==> src/rtl/ovl_pkg.sv <==
// Shared types for the overlay visibility controller.
package ovl_pkg;
    // Visibility life cycle: open after reset, frozen after stop, hidden after return.
    typedef enum logic [1:0] {
        VIS_OPEN   = 2'd0,
        VIS_FROZEN = 2'd1,
        VIS_HIDDEN = 2'd2
    } vis_state_t;
endpackage

==> src/rtl/ovl_stop_sync.sv <==
// Synchronises the asynchronous stop button and emits a one-cycle pulse on
// each rising edge. Assumes the button is already debounced externally.
module ovl_stop_sync #(
    parameter int STAGES = 2
) (
    input  logic clk,
    input  logic rst_n,
    input  logic btn,
    output logic pulse
);
    logic [STAGES:0] shreg;

    // Shift the button through the synchroniser plus one history stage.
    always_ff @(posedge clk) begin
        if (!rst_n) shreg <= '0;
        else        shreg <= {shreg[STAGES-1:0], btn};
    end

    // Rising edge seen at the synchroniser output.
    assign pulse = shreg[STAGES-1] & ~shreg[STAGES];
endmodule

==> src/rtl/ovl_port_dec.sv <==
// Decodes the enable/disable I/O port pair and the return-address opcode
// fetch. Assumes PORT_BASE has bit 1 clear and RET_ADDR has bit 0 clear.
module ovl_port_dec #(
    parameter int             AW        = 16,
    parameter logic [AW-1:0]  PORT_BASE = 16'hFEE8,
    parameter logic [AW-1:0]  RET_ADDR  = 16'h0064
) (
    input  logic [AW-1:0] addr,
    input  logic          io_wr,
    input  logic          mem_rd,
    input  logic          m1,
    output logic          en_hit,
    output logic          dis_hit,
    output logic          ret_fetch
);
    localparam logic [AW-1:0] SEL_MASK = ~AW'(2);

    logic port_hit;

    // Match every address bit except bit 1, which selects enable or disable.
    always_comb begin
        port_hit  = io_wr && ((addr & SEL_MASK) == (PORT_BASE & SEL_MASK));
        en_hit    = port_hit && !addr[1];
        dis_hit   = port_hit &&  addr[1];
        ret_fetch = m1 && mem_rd && (addr[AW-1:1] == RET_ADDR[AW-1:1]);
    end
endmodule

==> src/rtl/ovl_vis_fsm.sv <==
// Holds the overlay-on flag and the visibility state. Stop takes priority
// over port writes; a hidden card stays hidden until reset.
module ovl_vis_fsm
    import ovl_pkg::*;
(
    input  logic       clk,
    input  logic       rst_n,
    input  logic       stop_pulse,
    input  logic       en_hit,
    input  logic       dis_hit,
    input  logic       ret_fetch,
    output vis_state_t state,
    output logic       paged,
    output logic       nmi_req
);
    // Advance visibility state, overlay flag and NMI pulse.
    always_ff @(posedge clk) begin
        if (!rst_n) begin
            state   <= VIS_OPEN;
            paged   <= 1'b0;
            nmi_req <= 1'b0;
        end else begin
            nmi_req <= 1'b0;
            case (state)
                VIS_OPEN: begin
                    if (stop_pulse) begin
                        paged   <= 1'b1;
                        nmi_req <= 1'b1;
                        state   <= VIS_FROZEN;
                    end else if (en_hit) begin
                        paged <= 1'b1;
                    end else if (dis_hit) begin
                        paged <= 1'b0;
                    end
                end
                VIS_FROZEN: begin
                    if (stop_pulse) begin
                        paged   <= 1'b1;
                        nmi_req <= 1'b1;
                    end else if (ret_fetch && paged) begin
                        paged <= 1'b0;
                        state <= VIS_HIDDEN;
                    end else if (en_hit) begin
                        paged <= 1'b1;
                    end else if (dis_hit) begin
                        paged <= 1'b0;
                    end
                end
                VIS_HIDDEN: begin
                    paged <= 1'b0;
                end
                default: begin
                    state <= VIS_OPEN;
                    paged <= 1'b0;
                end
            endcase
        end
    end
endmodule

==> src/rtl/ovl_map.sv <==
// Maps the current memory access onto card ROM, card RAM and host inhibit.
// Assumes ROM and RAM are equal-sized banks stacked from address zero.
module ovl_map #(
    parameter int AW     = 16,
    parameter int BANK_AW = 13
) (
    input  logic [AW-1:0] addr,
    input  logic          mem_rd,
    input  logic          mem_wr,
    input  logic          paged,
    output logic          rom_cs,
    output logic          ram_cs,
    output logic          host_inhibit
);
    logic in_overlay;
    logic ram_bank;
    logic any_acc;

    // Combinational select generation for the low overlay window.
    always_comb begin
        in_overlay   = (addr[AW-1:BANK_AW+1] == '0);
        ram_bank     = addr[BANK_AW];
        any_acc      = mem_rd || mem_wr;
        rom_cs       = paged && mem_rd  && in_overlay && !ram_bank;
        ram_cs       = paged && any_acc && in_overlay &&  ram_bank;
        host_inhibit = paged && any_acc && in_overlay;
    end
endmodule

==> src/rtl/ovl_vis_ctrl.sv <==
// Top of the overlay visibility controller: port decode, stop edge detect,
// visibility state machine and address map. All inputs sampled on clk.
module ovl_vis_ctrl
    import ovl_pkg::*;
#(
    parameter int            AW          = 16,
    parameter int            BANK_AW     = 13,
    parameter int            SYNC_STAGES = 2,
    parameter logic [AW-1:0] PORT_BASE   = 16'hFEE8,
    parameter logic [AW-1:0] RET_ADDR    = 16'h0064
) (
    input  logic          clk,
    input  logic          rst_n,
    input  logic [AW-1:0] addr,
    input  logic          io_wr,
    input  logic          mem_rd,
    input  logic          mem_wr,
    input  logic          m1,
    input  logic          stop_btn,
    output logic          rom_cs,
    output logic          ram_cs,
    output logic          host_inhibit,
    output logic          nmi_req
);
    logic       stop_pulse;
    logic       en_hit;
    logic       dis_hit;
    logic       ret_fetch;
    logic       paged;
    vis_state_t vis_state;

    ovl_stop_sync #(.STAGES(SYNC_STAGES)) u_stop (
        .clk(clk), .rst_n(rst_n), .btn(stop_btn), .pulse(stop_pulse)
    );

    ovl_port_dec #(.AW(AW), .PORT_BASE(PORT_BASE), .RET_ADDR(RET_ADDR)) u_dec (
        .addr(addr), .io_wr(io_wr), .mem_rd(mem_rd), .m1(m1),
        .en_hit(en_hit), .dis_hit(dis_hit), .ret_fetch(ret_fetch)
    );

    ovl_vis_fsm u_fsm (
        .clk(clk), .rst_n(rst_n), .stop_pulse(stop_pulse),
        .en_hit(en_hit), .dis_hit(dis_hit), .ret_fetch(ret_fetch),
        .state(vis_state), .paged(paged), .nmi_req(nmi_req)
    );

    ovl_map #(.AW(AW), .BANK_AW(BANK_AW)) u_map (
        .addr(addr), .mem_rd(mem_rd), .mem_wr(mem_wr), .paged(paged),
        .rom_cs(rom_cs), .ram_cs(ram_cs), .host_inhibit(host_inhibit)
    );
endmodule

==> config.mk <==
export PLATFORM = sky130hd
export DESIGN_NAME = ovl_vis_ctrl
export DESIGN_NICKNAME = d
export VERILOG_FILES = /design/src/rtl/ovl_pkg.sv /design/src/rtl/ovl_stop_sync.sv /design/src/rtl/ovl_port_dec.sv /design/src/rtl/ovl_vis_fsm.sv /design/src/rtl/ovl_map.sv /design/src/rtl/ovl_vis_ctrl.sv
export SDC_FILE = /design/constraint.sdc
export NUM_CORES = 1
export LEC_CHECK = 0
export ABC_AREA = 1
export BUFFER_PORTS_ARGS = -buffer_cell sky130_fd_sc_hd__buf_4
export CAP_MARGIN = 20
export CORE_AREA = 2 2 39 41
export DETAILED_ROUTE_END_ITERATION = 10
export DIE_AREA = 0 0 41 43
export PLACE_DENSITY = 0.67
export SETUP_SLACK_MARGIN = 0.3
export SYNTH_ARGS = -nofsm -noshare
export SYNTH_HDL_FRONTEND = slang
export SYNTH_HIERARCHICAL = 1
export SYNTH_SLANG_ARGS = --single-unit
==> constraint.sdc <==
create_clock -name clk -period 1 [get_ports clk]
set_clock_uncertainty 0.05 [all_clocks]
set_input_delay 0.1 -clock clk [delete_from_list [all_inputs] [get_ports clk]]
set_output_delay 0.1 -clock clk [all_outputs]
set_load 0.02 [all_outputs]
* After elaboration in Yosys (flattened, before gate mapping)
Cells that the tools add are included.
Storage, ports and cells: bits in registers 7, input port bits 23, output and inout bits 4, word-level logic and storage cells 45
Cells by class: equality and inequality tests 7, mux-type cells 11, bitwise logic cells 3, reduce and logical (&&, ||, !) cells 20
Operators with widths (count):
- 15-bit equality test (second input constant) | 1
- 15-bit by 6-bit equality test with 1-bit output (second input constant) | 1
- 1-bit logical AND | 12
- 1-bit 2-to-1 mux | 6
- 2-bit 2-to-1 mux | 3
- 2-bit case mux with 3 select lines | 1
- 2-bit zero test | 2
- 2-bit != test (second input constant) | 2
- 4-bit AND reduction | 1
- 2-bit by 1-bit equality test with 1-bit output (second input constant) | 1
- 2-bit equality test (second input constant) | 1
- 1-bit zero test | 2
- 2-bit by 1-bit != test with 1-bit output (second input constant) | 1
- 1-bit NOT | 2
- 1-bit case mux with 2 select lines | 1
- 2-bit AND reduction | 1
- 2-bit OR reduction | 1
- 1-bit bitwise AND | 1
- 1-bit logical OR | 1

* Longest topological paths before layout
Gate-level depths: netlist of run 1.
depth in word-level cells 8, mapped depth 10, mapped depth without buffers 10

* Modules after synthesis
Netlist of run 1, hierarchy kept.
Modules (own cells, without submodules):
- ovl_vis_fsm | instances 1, cells each 24, area each 170.2 um2, sequential area each 80.1 um2
- ovl_port_dec | instances 1, cells each 38, area each 157.7 um2, sequential area each 0.0 um2
- ovl_stop_sync | instances 1, cells each 11, area each 92.6 um2, sequential area each 60.1 um2
- ovl_map | instances 1, cells each 13, area each 51.3 um2, sequential area each 0.0 um2

* Worst setup path before layout of run 1
OpenSTA, ideal clock, no wires.
path kind input to register, start in addr[11], end reg u_fsm.paged, setup time 0.110 ns, arrival 0.736 ns, data required time 0.840 ns, path slack 0.104 ns, stages on the path 9, path buffers 0, cells stage by stage nor2_1 > nand2_1 > nand3b_1 > nor2_1 > nand2_1 > nor2_2 > nand2_2 > inv_1 > nor2_1
On the way: elaborated cells on any way between the ends 13, classes of those cells 2 x eq/ne; 6 x mux; 5 x reduce/logical
RTL lines:
- start: declaration | line ovl_vis_ctrl.sv:14 | input logic [AW-1:0] addr,
- 15-bit by 6-bit equality test with 1-bit output | line ovl_port_dec.sv:25 | ret_fetch = m1 && mem_rd && (addr[AW-1:1] == RET_ADDR[AW-1:1]);
- 1-bit logical AND | line ovl_port_dec.sv:25
- net ret_fetch | line ovl_vis_ctrl.sv:28 | logic ret_fetch;
- 1-bit logical AND | line ovl_vis_fsm.sv:40 | end else if (ret_fetch && paged) begin
- 1-bit 2-to-1 mux | line ovl_vis_fsm.sv:40
- 1-bit 2-to-1 mux | line ovl_vis_fsm.sv:37 | if (stop_pulse) begin
- 1-bit case mux with 2 select lines | line ovl_vis_fsm.sv:24 | case (state)
- end signal: assignment | line ovl_vis_fsm.sv:27 | paged <= 1'b1;
- end signal: assignment | line ovl_vis_fsm.sv:38 | paged <= 1'b1;
- end signal: assignment | line ovl_vis_fsm.sv:41 | paged <= 1'b0;
- end: declaration | line ovl_vis_fsm.sv:13 | output logic paged,
The timed path passes the listed nets, and every way through them passes these cells. A chain may end at the register's enable or synchronous reset.

* Final worst setup path of run 1
start reg u_fsm.paged, end out ram_cs
On the way: word-level cells in the longest chain between the ends 3
RTL lines:
- start signal: assignment | line ovl_vis_fsm.sv:20 | paged <= 1'b0;
- start signal: assignment | line ovl_vis_fsm.sv:27
- start signal: assignment | line ovl_vis_fsm.sv:31 | paged <= 1'b1;
- 1-bit logical AND (3 in a row) | line ovl_map.sv:25 | ram_cs = paged && any_acc && in_overlay && ram_bank;
- end: declaration | line ovl_vis_ctrl.sv:21 | output logic ram_cs,
No other way between the ends.

==> flow_summary.rst, run 1 <==
.. list-table::
   :header-rows: 1

   * - Metric
     - Value
   * - Delay of the slowest critical-path stage
     - ~0.37 ns
   * - Total number of H-tree levels
     - 1
   * - Number of cells produced by synthesis
     - 86
   * - Peak VDD IR
     - between 0.5 and 0.6 mV
   * - Worst path setup slack after routing
     - -0.0672 ns
   * - Status
     - complete, but fails checks
   * - Number of vias per cell
     - 4.18
   * - Start point of the critical path
     - u_fsm/paged
   * - Number of clock buffers inserted by TritonCTS
     - 3
   * - Post-synthesis average cell area
     - approximately 5.5 um^2
   * - I/O pin total
     - 27
   * - Min Hold Slack
     - -0.0113 ns
   * - Final net count
     - 145
   * - Initial Utilization
     - about a third
   * - Antenna Cells
     - 0
   * - Register bit count reported by yosys
     - 7
   * - Net count of the mapped netlist
     - ~110
   * - Top area cells in the synthesized netlist
     - dfxtp_1, inv_1, nand2_1
   * - Via total after detailed routing
     - 573
   * - Cell taking the most area after synthesis
     - dfxtp_1
   * - Slew at the pin closest to its max-slew limit
     - between 0.2 and 0.25 ns
   * - Max Fanout on Critical Path
     - 3
   * - Total Wirelength
     - ~1200 um
   * - Overall power after layout
     - about 0.74 mW
   * - Largest net degree at the start of global routing
     - 5
   * - Yosys top cell area share
     - between 20% and 30%
   * - Final Critical Period
     - around 1.1 ns
   * - Post-placement cell count
     - approximately 130
   * - Cell with the biggest individual delay on the critical path
     - dfxtp_4
   * - Destination of the worst register-to-register timing path
     - u_fsm/paged
   * - Final clock period utilization by the worst path
     - 107%
   * - Clock transition at the register clock pins on the worst setup and hold paths after CTS
     - 0.05 ns
   * - Unrepaired setup endpoints after global routing
     - true
   * - Count of unique library cells instantiated by Yosys
     - 13
   * - Reg2Reg Depth
     - 6
   * - Final RePlAce weighted congestion
     - around 0.75
   * - Clock latency at the later pin of the worst-skew pair
     - approximately 0.24 ns
   * - Total power density per cell area
     - about 850 mW/mm^2
   * - Capturing instance or port of the critical path
     - ram_cs
   * - Leakage power total
     - approximately 0.49 nW
   * - Number of antenna violations at the first check in global routing
     - 0
   * - Synth warnings
     - 6
   * - Placeable core region
     - roughly 0.0014 mm^2
   * - Arr. time, crit path
     - 0.92 ns
   * - Nature of the critical path endpoint
     - primary output
   * - Most frequent cell after synthesis
     - inv_1
   * - Routed wire per std cell
     - ~8.5 um
   * - Violations in the final reports
     - negative hold slack, negative setup slack
   * - Global-route wire length before repair
     - roughly 2100 um
   * - Achievable Freq
     - 937 MHz
   * - Clk Tree Root Cell
     - clkbuf_4
   * - Number of global-route vias before repair
     - 570
   * - Floorplan die area
     - around 0.0018 mm^2
   * - Worst setup slack for register-to-register paths
     - 0.06 ns
   * - DP Worst Slack
     - -0.0946 ns
   * - Most used flip-flop cell after synthesis
     - dfxtp_1
   * - Min-delay src
     - stop_btn
   * - Final HPWL from detailed placement
     - approximately 990 um
   * - Final Hold Violating Endpoints
     - 1
   * - Post-route DRC
     - 0
   * - Critical-path cell list
     - nand3_4 -> nor2_4 -> buf_6
   * - Share of layout cells above drive strength 1
     - 50.4%
   * - Site Rows
     - 14
   * - Floorplan die width
     - about 41 um
   * - Reg2reg start
     - u_fsm/paged
   * - GRT Util Overall
     - about 17%
   * - Most common library cells after synthesis
     - inv_1, nand2_1, nor2_1
   * - Number of endpoints failing setup at the final stage
     - 3
   * - Vertical die dimension
     - 43 um
   * - FFs w/ async S/R, synth
     - 0%
   * - Share of the yosys chip area belonging to registers
     - 29.7%
   * - Critical path type
     - flop to primary output
   * - Post-synth EDFFs
     - 0
   * - Filler Cells Inserted
     - ~140
   * - Number of antenna-violating nets in the routed design
     - 0
   * - Sinks on Clock Net
     - 7
   * - Final std cells w/o fill
     - around 140
   * - Detailed-routing iteration count for the pre-antenna-repair pass
     - 2
   * - Worst slew slack as a fraction of its limit
     - 86.3%
   * - Max-slew violation count
     - 0
   * - Critical Path Source Type
     - flop
   * - Initial DRC Count
     - 4
   * - Hold crit path type
     - primary input to flop
   * - Data required time at the worst endpoint
     - 0.85 ns
   * - TritonCTS clock tree
     - yes
   * - Synth-to-layout area growth
     - 83.0%
   * - Count of input and output buffers
     - 26
   * - Sum of overflow across all layers after global routing
     - 0
   * - Max_cap viols
     - 0
   * - Number of buffers on the longest clock path
     - 2
   * - Cell Area, Synth
     - 472 um^2
## cells in the final DEF, fill, tap and decap left out
cell type / n
a21oi_2: 2
buf_4: 27
buf_6: 4
clkbuf_1: 1
clkbuf_4: 3
dfxtp_1: 3
dfxtp_2: 3
dfxtp_4: 1
inv_1: 22
inv_2: 4
nand2_1: 19
nand2_2: 3
nand2_4: 1
nand3_4: 2
nand3b_1: 1
nand4_1: 1
nor2_1: 13
nor2_2: 3
nor2_4: 6
nor3b_2: 1
o21ai_2: 1
## final cells by class
class	count	area (um^2)	area share [%]
clock buffers	4	26.3	3.04
inverters	26	97.6	11.3
multi-input cells	53	324	37.5
flip-flops and latches	7	148	17.1
well taps	16	20.0	2.32
repair buffers	31	248	28.7
## layer usage
| metal | wire (um) | vias to the layer above | GRT usage, % |
|---|---|---|---|
| li1 | - | 315 | - |
| met1 | 457 | 242 | 17.6 |
| met2 | 620 | 16 | 31.3 |
| met3 | 83 | 0 | 3.14 |
| met4 | 0 | 0 | 6.00 |
| met5 | 0 | - | 0 |
## flip-flops by register name (all words and copies together), names as in the netlist
| signal | count |
|---|---|
| u_fsm/nmi_req | 1 |
| u_fsm/paged | 1 |
| u_stop/shreg | 3 |
| u_fsm/state | 2 |
## logic make-up (layout without fill, tap and decap cells)
kind of cell / after synthesis / in the layout / share of synthesized area [%]
AOI/OAI and AO/OA: 3 / 3 / 3.98
buffers and inverters: 26 / 61 / 20.7
DFF: 7 / 7 / 29.7
and+or+nand+nor: 50 / 50 / 45.6
## worst max-delay path, delay by kind of cell, from the launching register on
kind / cells / cell delay (ns)
DFF: 1 / 0.37
buffers and inverters: 1 / 0.11
and+or+nand+nor: 2 / 0.18
## where the power goes
part / internal (mW) / switching [mW]
clock network: 0.152 / 0.0996
registers: 0.289 / 0.00811
logic: 0.103 / 0.0833
total: 0.544 / 0.191
## worst min-delay path by stage
stage,cells past startpoint,end
floorplan,2,u_stop/shreg[1]
global placement,3,u_stop/shreg[0]
detailed placement,3,u_stop/shreg[0]
CTS,3,u_stop/shreg[0]
global route,3,u_stop/shreg[0]
finish,3,u_stop/shreg[0]
## timing repair
item	in CTS	in global routing
gates resized for setup	17	4
buffers inserted	1	0
endpoints found under the setup margin	8	8
pin swaps	2	1
hold endpoints to repair	1	1
## per-stage QoR
| stage | utilization (%) | area (um^2) | setup TNS, ns |
|---|---|---|---|
| after floorplan | - | 513 | 0 |
| after global placement | 54.8 | 758 | -0.154 |
| after detailed placement | 54.8 | 758 | -0.182 |
| after CTS | 61.6 | 852 | -0.180 |
| after global routing | 62.4 | 863 | -0.297 |
| final | 62.4 | 863 | -0.156 |
No activity file was read; power rests on OpenSTA's default activity.
==> run 2, diff against run 1 <==
- SKIP_CTS_REPAIR_TIMING: unset -> 1
==> flow_summary.rst, run 2 (synthesis results as in run 1) <==
.. list-table::
   :header-rows: 1

   * - Metric
     - Value
   * - Status
     - complete, but fails checks
   * - Violations in the final reports
     - negative hold slack, negative setup slack
   * - Final Hold Violating Endpoints
     - 1
   * - Vertical die dimension
     - between 40 and 50 um
   * - Sum of overflow across all layers after global routing
     - 0
   * - Cell with the biggest individual delay on the critical path
     - dfxtp_4
   * - Final Critical Period
     - roughly 1.1 ns
   * - Floorplan die width
     - between 40 and 50 um
   * - Nature of the critical path endpoint
     - primary output
   * - Peak VDD IR
     - 0.540 mV
   * - Post-placement cell count
     - about 130
   * - Critical Path Source Type
     - flop
   * - Final clock period utilization by the worst path
     - 107%
   * - TritonCTS clock tree
     - yes
   * - Final RePlAce weighted congestion
     - 0.746
   * - Global-route wire length before repair
     - about 2000 um
   * - Unrepaired setup endpoints after global routing
     - true
   * - GRT Util Overall
     - roughly 17%
   * - Total number of H-tree levels
     - 1
   * - Min Hold Slack
     - -0.0116 ns
   * - Hold crit path type
     - primary input to flop
   * - Number of clock buffers inserted by TritonCTS
     - 3
   * - Post-route DRC
     - 0
   * - Largest registers
     - u_stop/shreg: 3 flops, u_fsm/state: 2 flops
   * - Sinks on Clock Net
     - 7
   * - Final instance area
     - roughly 850 um^2
   * - Slew at the pin closest to its max-slew limit
     - between 0.2 and 0.25 ns
   * - Routed wire per std cell
     - 8.34 um
   * - Summed negative setup slack over all endpoints
     - -0.155 ns
   * - Number of global-route vias before repair
     - approximately 570
   * - Site Rows
     - 14
   * - Clock latency at the later pin of the worst-skew pair
     - roughly 0.24 ns
   * - Arr. time, crit path
     - ~0.92 ns
   * - Total power density per cell area
     - 860 mW/mm^2
   * - Final HPWL from detailed placement
     - 989 um
   * - Largest net degree at the start of global routing
     - 5
   * - Total Wirelength
     - about 1100 um
   * - Commonest non-fill, non-tap cells in the layout
     - buf_4, inv_1, nand2_1
   * - DP Worst Slack
     - -0.0946 ns
   * - Antenna Cells
     - 0
   * - Initial DRC Count
     - 4
   * - Placeable core region
     - 0.00138 mm^2
   * - Achievable Freq
     - 937 MHz
   * - Synth-to-layout area growth
     - 80.4%
   * - Number of vias per cell
     - around 4.2
   * - Initial Utilization
     - between 30 and 40%
   * - Largest Register
     - u_stop/shreg
   * - Number of buffers on the longest clock path
     - 2
   * - Largest register FFs
     - 3
   * - Max Fanout on Critical Path
     - 3
   * - Count of input and output buffers
     - 26
   * - Data required time at the worst endpoint
     - ~0.85 ns
   * - Number of antenna-violating nets in the routed design
     - 0
   * - Area of placed instances
     - ~760 um^2
   * - Worst path setup slack after routing
     - -0.0669 ns
   * - Filler Cells Inserted
     - 140
   * - Commonest non-fill, non-tap cell in the layout
     - buf_4
   * - Final net count
     - about 150
   * - Floorplan die area
     - 0.00176 mm^2
   * - Share of layout cells above drive strength 1
     - a little under half
   * - Critical path type
     - flop to primary output
   * - Clock transition at the register clock pins on the worst setup and hold paths after CTS
     - roughly 0.05 ns
   * - Leakage power total
     - a little under 0.5 nW
   * - Final std cells w/o fill
     - 137
   * - Via total after detailed routing
     - approximately 570
   * - Max_cap viols
     - 0
   * - Delay of the slowest critical-path stage
     - around 0.37 ns
   * - Critical-path cell list
     - nand3_4 -> nor2_4 -> buf_6
   * - Max-slew violation count
     - 0
   * - Number of endpoints failing setup at the final stage
     - 3
   * - Worst slew slack as a fraction of its limit
     - 86.3%
   * - Detailed-routing iteration count for the pre-antenna-repair pass
     - 4
   * - I/O pin total
     - 27
   * - Number of antenna violations at the first check in global routing
     - 0
   * - Clk Tree Root Cell
     - clkbuf_4
-- run 2: cell types whose count changed in the layout (fill, tap and decap cells not counted) --
cell	change
o21ai_1	+1
nor2_4	-1
dfxtp_2	-1
nor2_1	+1
o21ai_2	-1
dfxtp_1	+1
-- run 2: cell type report --
cell class	instances	area (um^2)	area share (%)
multi-input cells	53	313	36.8
repair buffers	31	248	29.1
flip-flops and latches	7	146	17.2
inverters	26	97.6	11.5
clock buffers	4	26.3	3.09
well taps	16	20.0	2.35
-- run 2: worst max-delay path, delay by kind of cell (launching register included) --
| family | cells | cell delay (ns) |
|---|---|---|
| DFF | 1 | 0.37 |
| and+or+nand+nor | 2 | 0.18 |
| buffers and inverters | 1 | 0.11 |
-- run 2: path summary, 6_finish.rpt --
kind,startpoint,endpoint,slack (ns),depth (start not counted)
max,u_fsm/paged,ram_cs,-0.07,3
min,stop_btn,u_stop/shreg[0],-0.01,3
max reg2reg,u_fsm/paged,u_fsm/paged,0.06,6
min reg2reg,u_stop/shreg[0],u_stop/shreg[1],0.37,2
-- run 2: power breakdown --
part | switching (mW) | internal, mW
Combinational | 0.0814 | 0.102
Clock | 0.0994 | 0.152
Sequential | 0.00812 | 0.289
-- run 2: layer usage --
metal / track usage (%) / part of all wire, %
met5: 0 / 0
met3: 3.14 / 7.5
met4: 6.00 / 0
met2: 30.6 / 53
met1: 16.6 / 39
-- run 2: metrics by stage --
step	total power, mW	hold WS, ns	utilization [%]
3_3_place_gp	0.468	0.232	54.8
2_1_floorplan	0.364	0.143	-
5_1_grt	0.790	-0.0148	61.5
4_1_cts	0.729	-0.0195	56.7
3_5_place_dp	0.471	0.242	54.8
6_report	0.732	-0.0116	61.5
==> run 3, diff against run 2 <==
- ABC_AREA: 1 -> unset
- PLACE_DENSITY: 0.67 -> unset
==> flow_summary.rst, run 3 <==
.. list-table::
   :header-rows: 1

   * - Metric
     - Value
   * - Number of cells produced by synthesis
     - 41
   * - Number of vias per cell
     - approximately 4.7
   * - Clock transition at the register clock pins on the worst setup and hold paths after CTS
     - 0.05 ns
   * - Overall power after layout
     - a little over 0.7 mW
   * - Number of endpoints failing setup at the final stage
     - 6
   * - Floorplan die width
     - between 40 and 50 um
   * - Final std cells w/o fill
     - 95
   * - Global-route wire length before repair
     - about 1500 um
   * - Hold crit path type
     - primary input to flop
   * - Critical path type
     - flop to primary output
   * - Achievable Freq
     - about 690 MHz
   * - Max_cap viols
     - 0
   * - Count of input and output buffers
     - 26
   * - Number of clock buffers inserted by TritonCTS
     - 3
   * - Largest net degree at the start of global routing
     - 6
   * - Register bit count reported by yosys
     - 7
   * - Share of the yosys chip area belonging to registers
     - between 30% and 40%
   * - Worst setup slack for register-to-register paths
     - -0.04 ns
   * - Final Critical Period
     - 1.46 ns
   * - Cell internal power dissipation
     - 0.558 mW
   * - Commonest non-fill, non-tap cells in the layout
     - buf_4, buf_6, dfxtp_1
   * - Switching pwr
     - approximately 0.16 mW
   * - Largest registers
     - u_stop/shreg: 3 flops, u_fsm/state: 2 flops
   * - Number of antenna-violating nets in the routed design
     - 0
   * - Cell taking the most area after synthesis
     - dfxtp_1
   * - Top area cells in the synthesized netlist
     - dfxtp_1, nor4b_4, and2_1
   * - Net count of the mapped netlist
     - 64
   * - Data required time at the worst endpoint
     - between 0.8 and 0.9 ns
   * - Most used flip-flop cell after synthesis
     - dfxtp_1
   * - Post-route DRC
     - 0
   * - Nature of the critical path endpoint
     - primary output
   * - Slew at the pin closest to its max-slew limit
     - 0.289 ns
   * - Initial Utilization
     - between 20 and 30%
   * - Final HPWL from detailed placement
     - 806 um
   * - Most frequent cell after synthesis
     - dfxtp_1
   * - Initial DRC Count
     - 0
   * - Destination of the worst register-to-register timing path
     - u_fsm/state[1]
   * - Reg2reg start
     - u_fsm/paged
   * - Total power density per cell area
     - about 890 mW/mm^2
   * - Total number of H-tree levels
     - 1
   * - Sinks on Clock Net
     - 7
   * - Final cell utilization of the core
     - around three fifths
   * - Status
     - complete, but fails checks
   * - Most common library cells after synthesis
     - dfxtp_1, nor2_1, and2_1, nor3_1
   * - Synth warnings
     - 6
   * - Reg power frac
     - ~40%
   * - Peak VDD IR
     - about 0.65 mV
   * - Synth-to-layout area growth
     - 115%
   * - GRT Util Overall
     - between 10% and 20%
   * - Final Hold Violating Endpoints
     - 0
   * - Arr. time, crit path
     - 1.31 ns
   * - Post-placement cell count
     - 90
   * - Routed wire per std cell
     - 11.4 um
   * - Critical-path cell list
     - or3b_4 -> nor3b_4 -> buf_6
   * - Max-slew violation count
     - 0
   * - Fraction of power consumed by the clock network
     - between 30% and 40%
   * - Clk Tree Root Cell
     - clkbuf_4
   * - Final instance area
     - roughly 810 um^2
   * - Post-synthesis average cell area
     - between 9 and 10 um^2
   * - Final RePlAce weighted congestion
     - roughly 0.74
   * - Clock latency at the later pin of the worst-skew pair
     - 0.24 ns
   * - FFs w/ async S/R, synth
     - 0%
   * - Commonest non-fill, non-tap cell in the layout
     - buf_4
   * - Placeable core region
     - about 0.0014 mm^2
   * - Share of layout cells above drive strength 1
     - 68.4%
   * - Floorplan die area
     - approximately 0.0018 mm^2
   * - Detailed-routing iteration count for the pre-antenna-repair pass
     - 1
   * - Site Rows
     - 14
   * - Violations in the final reports
     - negative setup slack
   * - Number of buffers on the longest clock path
     - 2
   * - Net Sw Frac
     - between 20% and 30%
   * - Number of global-route vias before repair
     - 407
   * - Final clock period utilization by the worst path
     - 146%
   * - Leakage power total
     - about 0.36 nW
   * - Antenna Cells
     - 0
   * - Combinational power share
     - about a quarter
   * - Filler Cells Inserted
     - about 130
   * - Critical Path Source Type
     - flop
   * - Largest register FFs
     - 3
   * - Vertical die dimension
     - ~43 um
   * - Delay of the slowest critical-path stage
     - ~0.41 ns
   * - Number of antenna violations at the first check in global routing
     - 0
   * - Count of unique library cells instantiated by Yosys
     - 24
   * - Max Fanout on Critical Path
     - 3
   * - Total Wirelength
     - roughly 1100 um
   * - Via total after detailed routing
     - around 450
   * - Area of placed instances
     - 699 um^2
   * - Sum of overflow across all layers after global routing
     - 0
   * - Cell with the biggest individual delay on the critical path
     - or3b_4
   * - Worst slew slack as a fraction of its limit
     - around 80%
   * - Worst path setup slack after routing
     - -0.456 ns
   * - Unrepaired setup endpoints after global routing
     - true
   * - Yosys top cell area share
     - 37.1%
   * - Reg2Reg Depth
     - 5
   * - Final net count
     - between 100 and 150
   * - Start point of the critical path
     - u_fsm/paged
   * - TritonCTS clock tree
     - yes
   * - Capturing instance or port of the critical path
     - ram_cs
   * - Post-synth EDFFs
     - 0
   * - Cell Area, Synth
     - around 380 um^2
   * - I/O pin total
     - 27
   * - Largest Register
     - u_stop/shreg
-- run 3: cell count changes after synthesis, moves of 2 or more --
cell	change
inv_1	-24
nand2_1	-20
nor2_2	-4
and2_1	+3
nor2_1	-14
nand3_1	-2
nor4_1	+2
nor3_1	+3
-- run 3: how the worst min path moves through the flow --
stage	from	cells past startpoint	endpoint
final	stop_btn	2	u_stop/shreg[0]
after global routing	stop_btn	2	u_stop/shreg[0]
after CTS	stop_btn	2	u_stop/shreg[0]
after detailed placement	stop_btn	2	u_stop/shreg[0]
after global placement	stop_btn	2	u_stop/shreg[0]
after floorplan	rst_n	1	u_fsm/state[1]
-- run 3: logic make-up (layout without fill, tap and decap cells) --
kind of cell / count (synthesis) / in the layout / share of synthesized area, %
AO/OA/AOI/OAI: 3 / 3 / 5.30
buffers and inverters: 2 / 40 / 1.99
flip-flops: 7 / 7 / 37.1
AND/OR/NAND/NOR: 29 / 29 / 55.6
-- run 3: critical path: cells and delay by family, from the launching register on --
kind          cells  cell delay, ns
buf+inv           1            0.14
flops             1            0.32
simple gates      2            0.60
-- run 3: stage by stage --
step	setup WS (ns)	TNS, ns	hold slack, ns
3_3_place_gp	-0.347	-1.56	0.267
6_report	-0.456	-1.58	0.0207
2_1_floorplan	-0.186	-0.651	0.168
5_1_grt	-0.516	-1.81	0.00951
3_5_place_dp	-0.355	-1.57	0.266
4_1_cts	-0.496	-1.47	0.0174
-- run 3: routing by layer --
layer / track usage (%) / vias up / wire [um]
li1: - / 229 / -
met1: 12.8 / 201 / 387
met2: 19.1 / 21 / 551
met3: 4.71 / 0 / 147
met4: 6.00 / 0 / 0
met5: 0 / - / 0
-- run 3: final cells by class --
class	instances	area, um^2	area share [%]
timing repair buffer	34	293	36.1
sequential	7	144	17.7
multi-input combinational	32	322	39.6
clock buffer	4	26.3	3.24
tap	16	20.0	2.47
inverter	2	7.51	0.924
-- run 3: power by group through the flow --
stage / sequential (mW) / clock (mW) / combinational [mW]
2_1_floorplan: 0.302 / 0 / 0.0415
3_3_place_gp: 0.301 / 0 / 0.151
3_5_place_dp: 0.301 / 0 / 0.150
4_1_cts: 0.295 / 0.262 / 0.152
5_1_grt: 0.296 / 0.280 / 0.189
6_report: 0.296 / 0.247 / 0.177
